### config.mk
export PLATFORM = sky130hd
export DESIGN_NAME = crc32_stream
export DESIGN_NICKNAME = d
export VERILOG_FILES = /design/src/rtl/crc32_stream_pkg.sv /design/src/rtl/crc32_byte_stage.sv /design/src/rtl/crc32_lane_chain.sv /design/src/rtl/crc32_out_format.sv /design/src/rtl/crc32_stream.sv
export SDC_FILE = /design/constraint.sdc
export NUM_CORES = 1
export LEC_CHECK = 0
export ABC_AREA = 1
export BUFFER_PORTS_ARGS = -buffer_cell sky130_fd_sc_hd__buf_2
export CORE_MARGIN = 2
export CORE_UTILIZATION = 34
export CTS_CLUSTER_DIAMETER = 100
export DETAILED_ROUTE_END_ITERATION = 10
export GPL_ROUTABILITY_DRIVEN = 1
export HOLD_SLACK_MARGIN = 0.15
export PLACE_DENSITY_LB_ADDON = 0.12
export SETUP_SLACK_MARGIN = 0.4
export SLEW_MARGIN = 20
export SYNTH_ARGS = -nofsm -noshare
export SYNTH_HDL_FRONTEND = slang
export SYNTH_SLANG_ARGS = --single-unit
### constraint.sdc
create_clock -name clk -period 7.69 [get_ports clk]
set_input_delay 0.769 -clock clk [delete_from_list [all_inputs] [get_ports clk]]
set_output_delay 0.769 -clock clk [all_outputs]
set_load 0.02 [all_outputs]
### src/rtl/crc32_stream_pkg.sv
package crc32_stream_pkg;

    localparam int CRC_W  = 32;
    localparam int BYTE_W = 8;
    localparam int CRC_BYTES = CRC_W / BYTE_W;

    typedef logic [BYTE_W-1:0] byte_t;
    typedef logic [CRC_W-1:0]  crc_t;
    typedef logic [CRC_BYTES-1:0][BYTE_W-1:0] crc_lanes_t;

    localparam crc_t CRC_POLY_STD = 32'h04C1_1DB7;
    localparam crc_t CRC_SEED_STD = 32'hFFFF_FFFF;

    // one byte folded in, most significant bit first
    function automatic crc_t fold_byte(input crc_t c, input byte_t b, input crc_t poly);
        crc_t r;
        r = c;
        for (int i = BYTE_W - 1; i >= 0; i--) begin
            if (r[CRC_W-1] ^ b[i])
                r = {r[CRC_W-2:0], 1'b0} ^ poly;
            else
                r = {r[CRC_W-2:0], 1'b0};
        end
        return r;
    endfunction

    function automatic byte_t mirror_byte(input byte_t b);
        byte_t m;
        for (int i = 0; i < BYTE_W; i++) m[i] = b[BYTE_W-1-i];
        return m;
    endfunction

endpackage

### src/rtl/crc32_byte_stage.sv
module crc32_byte_stage
    import crc32_stream_pkg::*;
#(
    parameter crc_t POLY = CRC_POLY_STD
) (
    input  crc_t  crc_i,
    input  byte_t byte_i,
    output crc_t  crc_o
);
    always_comb crc_o = fold_byte(crc_i, byte_i, POLY);
endmodule

### src/rtl/crc32_lane_chain.sv
module crc32_lane_chain
    import crc32_stream_pkg::*;
#(
    parameter int   LANES = 4,
    parameter crc_t POLY  = CRC_POLY_STD,
    localparam int  CNT_W  = (LANES > 1) ? $clog2(LANES) : 1,
    localparam int  DATA_W = LANES * BYTE_W
) (
    input  crc_t              crc_i,
    input  logic [DATA_W-1:0] data_i,
    input  logic [CNT_W-1:0]  cnt_i,
    output crc_t              crc_o
);
    crc_t taps [LANES+1];

    assign taps[0] = crc_i;

    for (genvar k = 0; k < LANES; k++) begin : g_stage
        crc32_byte_stage #(.POLY(POLY)) u_stage (
            .crc_i  (taps[k]),
            .byte_i (data_i[DATA_W-1-k*BYTE_W -: BYTE_W]),
            .crc_o  (taps[k+1])
        );
    end

    // pick the tap after cnt_i+1 bytes; later lanes never reach it
    always_comb begin
        crc_o = taps[LANES];
        for (int k = 0; k < LANES; k++)
            if (int'(cnt_i) == k) crc_o = taps[k+1];
    end
endmodule

### src/rtl/crc32_out_format.sv
module crc32_out_format
    import crc32_stream_pkg::*;
(
    input  crc_t raw_i,
    output crc_t fmt_o
);
    crc_lanes_t raw_l, fmt_l;

    assign raw_l = raw_i;

    for (genvar j = 0; j < CRC_BYTES; j++) begin : g_lane
        assign fmt_l[j] = ~mirror_byte(raw_l[j]);
    end

    assign fmt_o = fmt_l;
endmodule

### src/rtl/crc32_stream.sv
module crc32_stream
    import crc32_stream_pkg::*;
#(
    parameter int   LANES = 4,
    parameter crc_t POLY  = CRC_POLY_STD,
    parameter crc_t SEED  = CRC_SEED_STD,
    localparam int  CNT_W  = (LANES > 1) ? $clog2(LANES) : 1,
    localparam int  DATA_W = LANES * BYTE_W
) (
    input  logic              clk,
    input  logic              rst,
    input  logic              in_vld,
    input  logic [CNT_W-1:0]  in_cnt,
    input  logic [DATA_W-1:0] in_data,
    output logic [CRC_W-1:0]  crc_out
);
    crc_t crc_q;
    crc_t crc_nxt;

    crc32_lane_chain #(.LANES(LANES), .POLY(POLY)) u_chain (
        .crc_i  (crc_q),
        .data_i (in_data),
        .cnt_i  (in_cnt),
        .crc_o  (crc_nxt)
    );

    // reset first, then valid acts as the enable
    always_ff @(posedge clk) begin
        if (rst)
            crc_q <= SEED;
        else if (in_vld)
            crc_q <= crc_nxt;
    end

    crc32_out_format u_fmt (
        .raw_i (crc_q),
        .fmt_o (crc_out)
    );
endmodule

# After elaboration in Yosys (flattened, before gate mapping)
# Cells that the tools add are included.
totals:
  reg_bits: 32
  word_cells: 109
classes:
  n_eq_ne: 3
  muxes: 36
  bitwise_logic: 68
  reduce_logical: 1
op_table:
  columns: ["cell", "count"]
  rows:
  - ["$mux 27", 32]
  - ["$not 14->14", 32]
  - ["$mux 32", 4]
  - ["$not 8->8", 4]
  - ["$xor 1x1->1", 32]
  - ["$eq 2x2->1 const B", 2]
  - ["$eq 2x1->1 const B", 1]
  - ["$logic_not 2->1", 1]

# Longest topological paths before layout
# Gate-level depths: netlist of the first run.
depth:
  word_depth: 68
  depth_mapped: 35
  depth_no_buf: 34

# Modules after synthesis
# From an unflattened synthesis of the first run, not the netlist that was laid out.
unflattened:
  hier_cells: 1218
  area_unflattened_um2: 7150.6
by_module_without_submodules:
  columns: ["mod", "n_inst", "cells_per_inst", "area_per_inst_um2"]
  rows:
  - ["crc32_byte_stage", 4, 214, 1237.4]
  - ["crc32_stream", 1, 140, 1169.9]
  - ["crc32_lane_chain", 1, 190, 910.9]
  - ["crc32_out_format", 1, 32, 120.1]

# Worst setup path before layout of the first run
# Ideal clock, no wire load.
synth_path:
  kind: "input port to flip-flop"
  startpoint: "input in_data[31]"
  endpoint: "register crc_q[10]"
  setup_ns: 0.115
  t_arrival_ns: 3.132
  required_ns: 7.575
  setup_slack_ns: 4.444
  stages: 30
  path_buffers: 0
  cell_sequence: "inv_1 nand2_2 nand2_4 nand2_4 nand2_4 nand2_4 nand2_2 nand2_1 nand2_2 nand2_1 nand2_2 nand2_1 nand2_1 nand2_1 nand2_4 nand2_1 nand2_4 nand3_2 nand2_2 nand2_2 nand2_4 nand2_2 nand2_4 nand2_1 nand2_1 nand2_1 nand3_1 nand2_1 nand2_1 nand2_1"
synth_via:
  elab_chain_len: 45
synth_rtl:
  columns: ["item", "line", "source"]
  rows:
  - ["start, declared", "crc32_stream.sv:14", "input logic [DATA_W-1:0] in_data,"]
  - ["$xor 1x1->1 *", "crc32_stream_pkg.sv:19", "if (r[CRC_W-1] ^ b[i])"]
  - ["$mux 27 *", "crc32_stream_pkg.sv:19", null]
  - ["$not 14->14 (no source line)", null, null]
  - ["$mux 27", "crc32_stream_pkg.sv:19", null]
  - ["$mux 27 / $not 14->14 (equally long branches) (2 in series)", null, null]
  - ["$mux 27", "crc32_stream_pkg.sv:19", null]
  - ["$not 14->14 (no source line) / $mux 27 (equally long branches)", null, null]
  - ["$mux 27", "crc32_stream_pkg.sv:19", null]
  - ["[26 not listed]", null, null]
  - ["$mux 27", "crc32_stream_pkg.sv:19", null]
  - ["$not 14->14 (no source line) / $mux 27 (equally long branches)", null, null]
  - ["$mux 27 / $not 14->14 (equally long branches)", null, null]
  - ["$mux 27", "crc32_stream_pkg.sv:19", null]
  - ["$not 14->14 (no source line) / $xor 1x1->1 (equally long branches)", null, null]
  - ["$mux 27", "crc32_stream_pkg.sv:19", null]
  - ["$mux 32 (3 in series)", "crc32_lane_chain.sv:30", "if (int'(cnt_i) == k) crc_o = taps[k+1];"]
  - ["$mux 32 *", "crc32_lane_chain.sv:30", null]
  - ["end signal, assigned", "crc32_stream.sv:32", "crc_q <= crc_nxt;"]
  - ["end, declared", "crc32_stream.sv:17", "crc_t crc_q;"]
# Mark *: on every way between the ends. The rest lies on a longest branch, timed or not.
# A chain may end at the register's enable or synchronous reset.

# Final worst setup path of the first run
layout_path:
  startpoint: "input in_data[29]"
  endpoint: "register crc_q[10]"
layout_via:
  elab_chain_len: 41
layout_rtl:
  columns: ["item", "line"]
  rows:
  - ["$xor 1x1->1 *", "crc32_stream_pkg.sv:19"]
  - ["$mux 27 *", "crc32_stream_pkg.sv:19"]
  - ["$mux 27 / $not 14->14 (equally long branches) (2 in series)", null]
  - ["$mux 27", "crc32_stream_pkg.sv:19"]
  - ["$not 14->14 (no source line) / $mux 27 (equally long branches)", null]
  - ["$mux 27", "crc32_stream_pkg.sv:19"]
  - ["$mux 27 / $not 14->14 (equally long branches) (2 in series)", null]
  - ["$mux 27", "crc32_stream_pkg.sv:19"]
  - ["[20 not listed]", null]
  - ["$not 14->14 (no source line)", null]
  - ["$mux 27", "crc32_stream_pkg.sv:19"]
  - ["$not 14->14 (no source line) / $xor 1x1->1 (equally long branches)", null]
  - ["$mux 27 (2 in series)", "crc32_stream_pkg.sv:19"]
  - ["$not 14->14 (no source line)", null]
  - ["$mux 27", "crc32_stream_pkg.sv:19"]
  - ["$mux 32 (3 in series)", "crc32_lane_chain.sv:30"]
  - ["$mux 32 *", "crc32_lane_chain.sv:30"]
# Marked as above.

==> flow_summary.yaml, run 1 <==
status:
  outcome: "complete, no violations"
critical_path:
  crit_top_cell: "nand2_1"
  crit_slowest_cell: "nand2_1"
  required_ns: 7.86
  worstSetupStartpointType: "input port"
  critPathBufInv: 4
  path_max_fanout: 13
  cp.arrival_ns: 4.63
  cp-end-kind: "flip-flop"
  crit_family: "simple AND/OR/NAND/NOR gates"
  critPathMaxStageDelay_ns: 0.53
  path_class: "in2reg"
hold_path:
  min-delay-path-class: "reg2reg"
final_layout:
  final_core_util: 0.3763
  areaGrowthSynthToFinish_pct: 9.848
  final_common_cell: "nand2_1"
  largest_reg_flops: 32
  design_area_sq_um: 8137
  drive_gt1_frac: 0.1926
  finalNetCount: 1407
  reg_top3: "crc_q: 32 flops"
  final_cell_mix: "nand2_1, nand3_1, inv_1"
  antenna_cells: 0
  largest_register: "crc_q"
die:
  rows: 54
  die_x_um: 151.6
  die_area_sq_um: 22980
  start_util: 0.3426
  ios: 69
  core_area_sq_um: 21620
  die_y_um: 151.6
sta:
  period_share: 0.5800
  holdWs_ns: 0.4684
  finClkSkew_ns: 0.007847
  fmax_mhz: 224.2
  min_period_ns: 4.460
  tightest_slew_ns: 0.8745
  finalSetupTns_ns: 0
  rsz0062_at_grt: "false"
  relSlewSlack: 0.4149
  drv_slew: 0
  hold_viol_final: 0
  setup_viol_count_final: 0
global_routing:
  antenna_found_initial: 1
  grt_max_degree: 34
  grt_use_total: 0.2883
  grt_pass1_vias: 7780
  grt_pass1_wl_um: 48460
  grt-ovfl-total: 0
clock_network:
  cts_inserted_buffers: 5
  clockBufferDepth: 2
  clk_latency_ns: 0.27
  cts_sinks: 32
  post-cts-setup-buffers: 0
  cts_tree: "done"
  root_buffer: "clkbuf_16"
  holdBufCountCts: 0
  h-tree-depth: 2
  cts_resized: 0
  clk_pin_slew_ns: 0.05
drt:
  routed_wl_um: 33040
  wire_per_inst_um: 20.01
  drt_iter0_drc: 907
  drc: 0
  avgViaCountPerCell: 5.247
  dr.pass1.iters: 6
  ant_nets: 0
  vias: 8662
yosys:
  synth_xor_area_frac: 0.1669
  synthAdderAreaFrac: 0
  syn_area_sq_um: 7407
  syn_inst: 1315
  ys_seq_area_frac: 0.08649
  yosys_warnings: 0
  synth_edf_count: 0
  synth.distinct_cells: 42
  syn-num-nets: 1352
  synth_compound_area_frac: 0.08784
  synth-seq-cells: 32
  synth_mux_area_frac: 0
  synth_flop_cell: "dfxtp_1"
  syn_area_per_cell_sq_um: 5.633
  yosys.area_share.simple: 0.5613
  synth_top_family_by_area: "simple AND/OR/NAND/NOR gates"
  async_reset_ff_frac: 0
placed_design:
  placed_area_sq_um: 7988
  hpwl_um: 27740
  port_buffers: 68
  gp_congestion: 0.9646
job:
  maxCapViolations: 0
==> stage by stage <==
step / instances / setup slack [ns]
after floorplan: 1315 / 4.444
after global placement: 1643 / 2.962
after detailed placement: 1643 / 2.970
after CTS: 1651 / 3.254
after global routing: 1651 / 2.845
final: 1651 / 3.230
==> logic make-up (layout without fill, tap and decap cells) <==
group,after synthesis,in the layout
and+or+nand+nor,878,878
buffers and inverters,175,231
AOI/OAI and AO/OA,105,105
xor gates and xnor gates,125,125
DFF,32,32
==> worst paths after layout <==
check               from   endpoint  slack (ns)  cells after the start
max          in_data[29]  crc_q[10]        3.23                     32
min            crc_q[14]  crc_q[14]        0.47                      2
max reg2reg    crc_q[29]  crc_q[10]        3.44                     30
min reg2reg    crc_q[14]  crc_q[14]        0.47                      2
==> worst reg2reg max path: cells and delay by family (launching register included) <==
kind,cells,cell delay (ns)
AND/OR/NAND/NOR,27,3.32
flip-flops,1,0.41
XOR/XNOR,1,0.25
buffers and inverters,2,0.17
==> synthesized netlist by cell type, types with 3 or more instances <==
library cell,number,area share
a21oi_1,43,0.029
a221oi_1,3,0.0035
a31oi_1,3,0.0025
buf_2,5,0.0034
clkbuf_1,12,0.0061
clkinv_1,3,0.0015
dfxtp_1,32,0.086
inv_1,113,0.057
inv_2,29,0.015
inv_4,7,0.0059
nand2_1,539,0.27
nand2_2,80,0.068
nand2_4,30,0.046
nand3_1,186,0.13
nand3_2,17,0.023
nand3b_1,7,0.0071
nor2_1,8,0.0041
o211ai_1,7,0.0071
o21ai_0,10,0.0068
o21ai_1,10,0.0068
o221ai_1,19,0.022
o22ai_1,5,0.0042
or2_2,3,0.0025
xnor2_1,20,0.024
xor2_1,90,0.11
xor2_2,10,0.022
==> metal layers <==
layer  global-route usage  routed length (um)  up-vias
met5                    0                   0        -
met3              0.03743                2457       63
li1                     -                   -     4292
met4               0.1046                1408        0
met1               0.4049               15070     3963
met2               0.4505               14110      344
==> area by class of cell <==
| class | count | area [sq um] |
|---|---|---|
| fill | 2514 | 13480 |
| multi-input combinational | 1108 | 6045 |
| sequential | 32 | 640.6 |
| inverter | 153 | 596.8 |
| timing repair buffer | 70 | 355.3 |
| tap | 280 | 350.3 |
| clock buffer | 6 | 138.9 |
| clock inverter | 2 | 10.01 |
Power of run 1 is not shown: default switching activity piles up to over one toggle a cycle in this logic, so the estimate is an artifact.
==> run 2: changes to the inputs <==
clock period = 3.9 ns   (was 7.69 ns; I/O delays follow)
==> run 2 against run 1 <==
Cell area rose by 47%. Worst hold slack got worse by 0.0038 ns. First-iteration DRC count up 1.9%. Utilization is 18 points higher. Largest cell class unchanged.
==> flow_summary.yaml, run 2 (synthesized netlist as in run 1, its figures left out) <==
status:
  outcome: "complete, no violations"
sta:
  tightest_slew_ns: 0.6777
  setup_viol_count_final: 0
  period_share: 0.8840
  relSlewSlack: 0.5482
  holdWs_ns: 0.4646
  fmax_mhz: 290.1
  worst_slack_ns: 0.4523
  drv_slew: 0
  min_period_ns: 3.448
  hold_viol_final: 0
  rsz0062_at_grt: "true"
  finClkSkew_ns: 0.01042
final_layout:
  final_cell_mix: "nand2_1, buf_4, nand2_2"
  final_common_cell: "nand2_1"
  fillers: 2176
  drive_gt1_frac: 0.4763
  fin_cells: 1863
  areaGrowthSynthToFinish_pct: 61.13
  reg_top3: "crc_q: 32 flops"
  largest_reg_flops: 32
  regArea_sq_um: 668.1
  finalNetCount: 1619
  multi_input_area_sq_um: 8053
  antenna_cells: 0
  largest_register: "crc_q"
clock_network:
  cts_inserted_buffers: 5
  root_buffer: "clkbuf_16"
  h-tree-depth: 2
  clockBufferDepth: 2
  clk_pin_slew_ns: 0.06
  cts_tree: "done"
  clk_latency_ns: 0.29
  cts_sinks: 32
  holdBufCountCts: 0
die:
  core_area_sq_um: 21620
  die_area_sq_um: 22980
  die_y_um: 151.6
  die_x_um: 151.6
  start_util: 0.3426
  ios: 69
  rows: 54
global_routing:
  grt-ovfl-total: 0
  grt_pass1_vias: 8297
  grt_use_total: 0.3038
  grt_max_degree: 33
  antenna_found_initial: 0
  grt_pass1_wl_um: 51210
placed_design:
  pre_cts_slack_ns: -0.1115
  place_inst: 1753
  port_buffers: 68
  hpwl_um: 29230
  gp_congestion: 1.000
critical_path:
  cp-end-kind: "flip-flop"
  reg2reg_slack_ns: 0.45
  required_ns: 4.13
  path_class: "reg2reg"
  cp.arrival_ns: 3.68
  worstSetupStartpointType: "flip-flop"
  path_max_fanout: 7
drt:
  avgViaCountPerCell: 5.276
  dr.pass1.iters: 6
  drt_iter0_drc: 924
  routed_wl_um: 37410
  ant_nets: 0
  drc: 0
  wire_per_inst_um: 20.08
  vias: 9830
job:
  maxCapViolations: 0
hold_path:
  min-delay-path-class: "reg2reg"
run 2: per-layer routing:
metal	up-vias	part of all wire	global-route usage
met2	448	0.46	0.4848
met1	4572	0.43	0.4265
met3	85	0.074	0.02934
met4	0	0.040	0.1065
met5	-	0	0
li1	4725	-	-
run 2: critical path, cell delays in order (launching register included):
cell and delay [ns]:
dfxtp_2 0.33, inv_2 0.08, nand2_2 0.12, nand2_8 0.13, nand2_2 0.08, nand2_1 0.09
nand2_2 0.12, nand3_4 0.13, nand2_4 0.09, buf_4 0.15, nand2_4 0.09, nand2_8 0.07
buf_12 0.13, inv_4 0.05, nand2_4 0.07, nand2_4 0.09, nand2_2 0.06, nand2_4 0.14
buf_12 0.13, xor2_4 0.17, xor2_2 0.27, xnor2_1 0.16, o21ai_0 0.38, inv_1 0.08
nand2_1 0.08, nand2_1 0.05, nand2_1 0.07
run 2: final timing paths:
check                               start   endpoint  depth (start not counted)
worst min-delay path             crc_q[2]   crc_q[2]                          2
worst max register to register  crc_q[31]  crc_q[13]                         26
worst min register to register   crc_q[2]   crc_q[2]                          2
worst max-delay path            crc_q[31]  crc_q[13]                         26
run 2: layout make-up:
type / count / area share
Clock buffer: 5 / 0.01048
Clock inverter: 3 / 0.003564
Inverter: 153 / 0.05294
Multi-Input combinational cell: 1110 / 0.6747
Sequential cell: 32 / 0.05598
Tap cell: 280 / 0.02935
Timing Repair Buffer: 280 / 0.1730
run 2: through the flow:
stage | util | instance area (sq um) | TNS (ns)
after floorplan | - | 7407 | 0
after global placement | 0.4100 | 8864 | -0.3474
after detailed placement | 0.4100 | 8864 | -0.1193
after CTS | 0.4369 | 9447 | 0
after global routing | 0.5520 | 11940 | 0
final | 0.5520 | 11940 | 0
run 2: repair_timing:
item / CTS / global route
endpoints found under the setup margin: 31 / 32
hold endpoints to repair: 0 / 0
resized for setup: 60 / 399
cloned: 1 / 1
setup buffers: 14 / 86
pin swaps: 17 / 148
Power of run 2 is left out for the same reason.
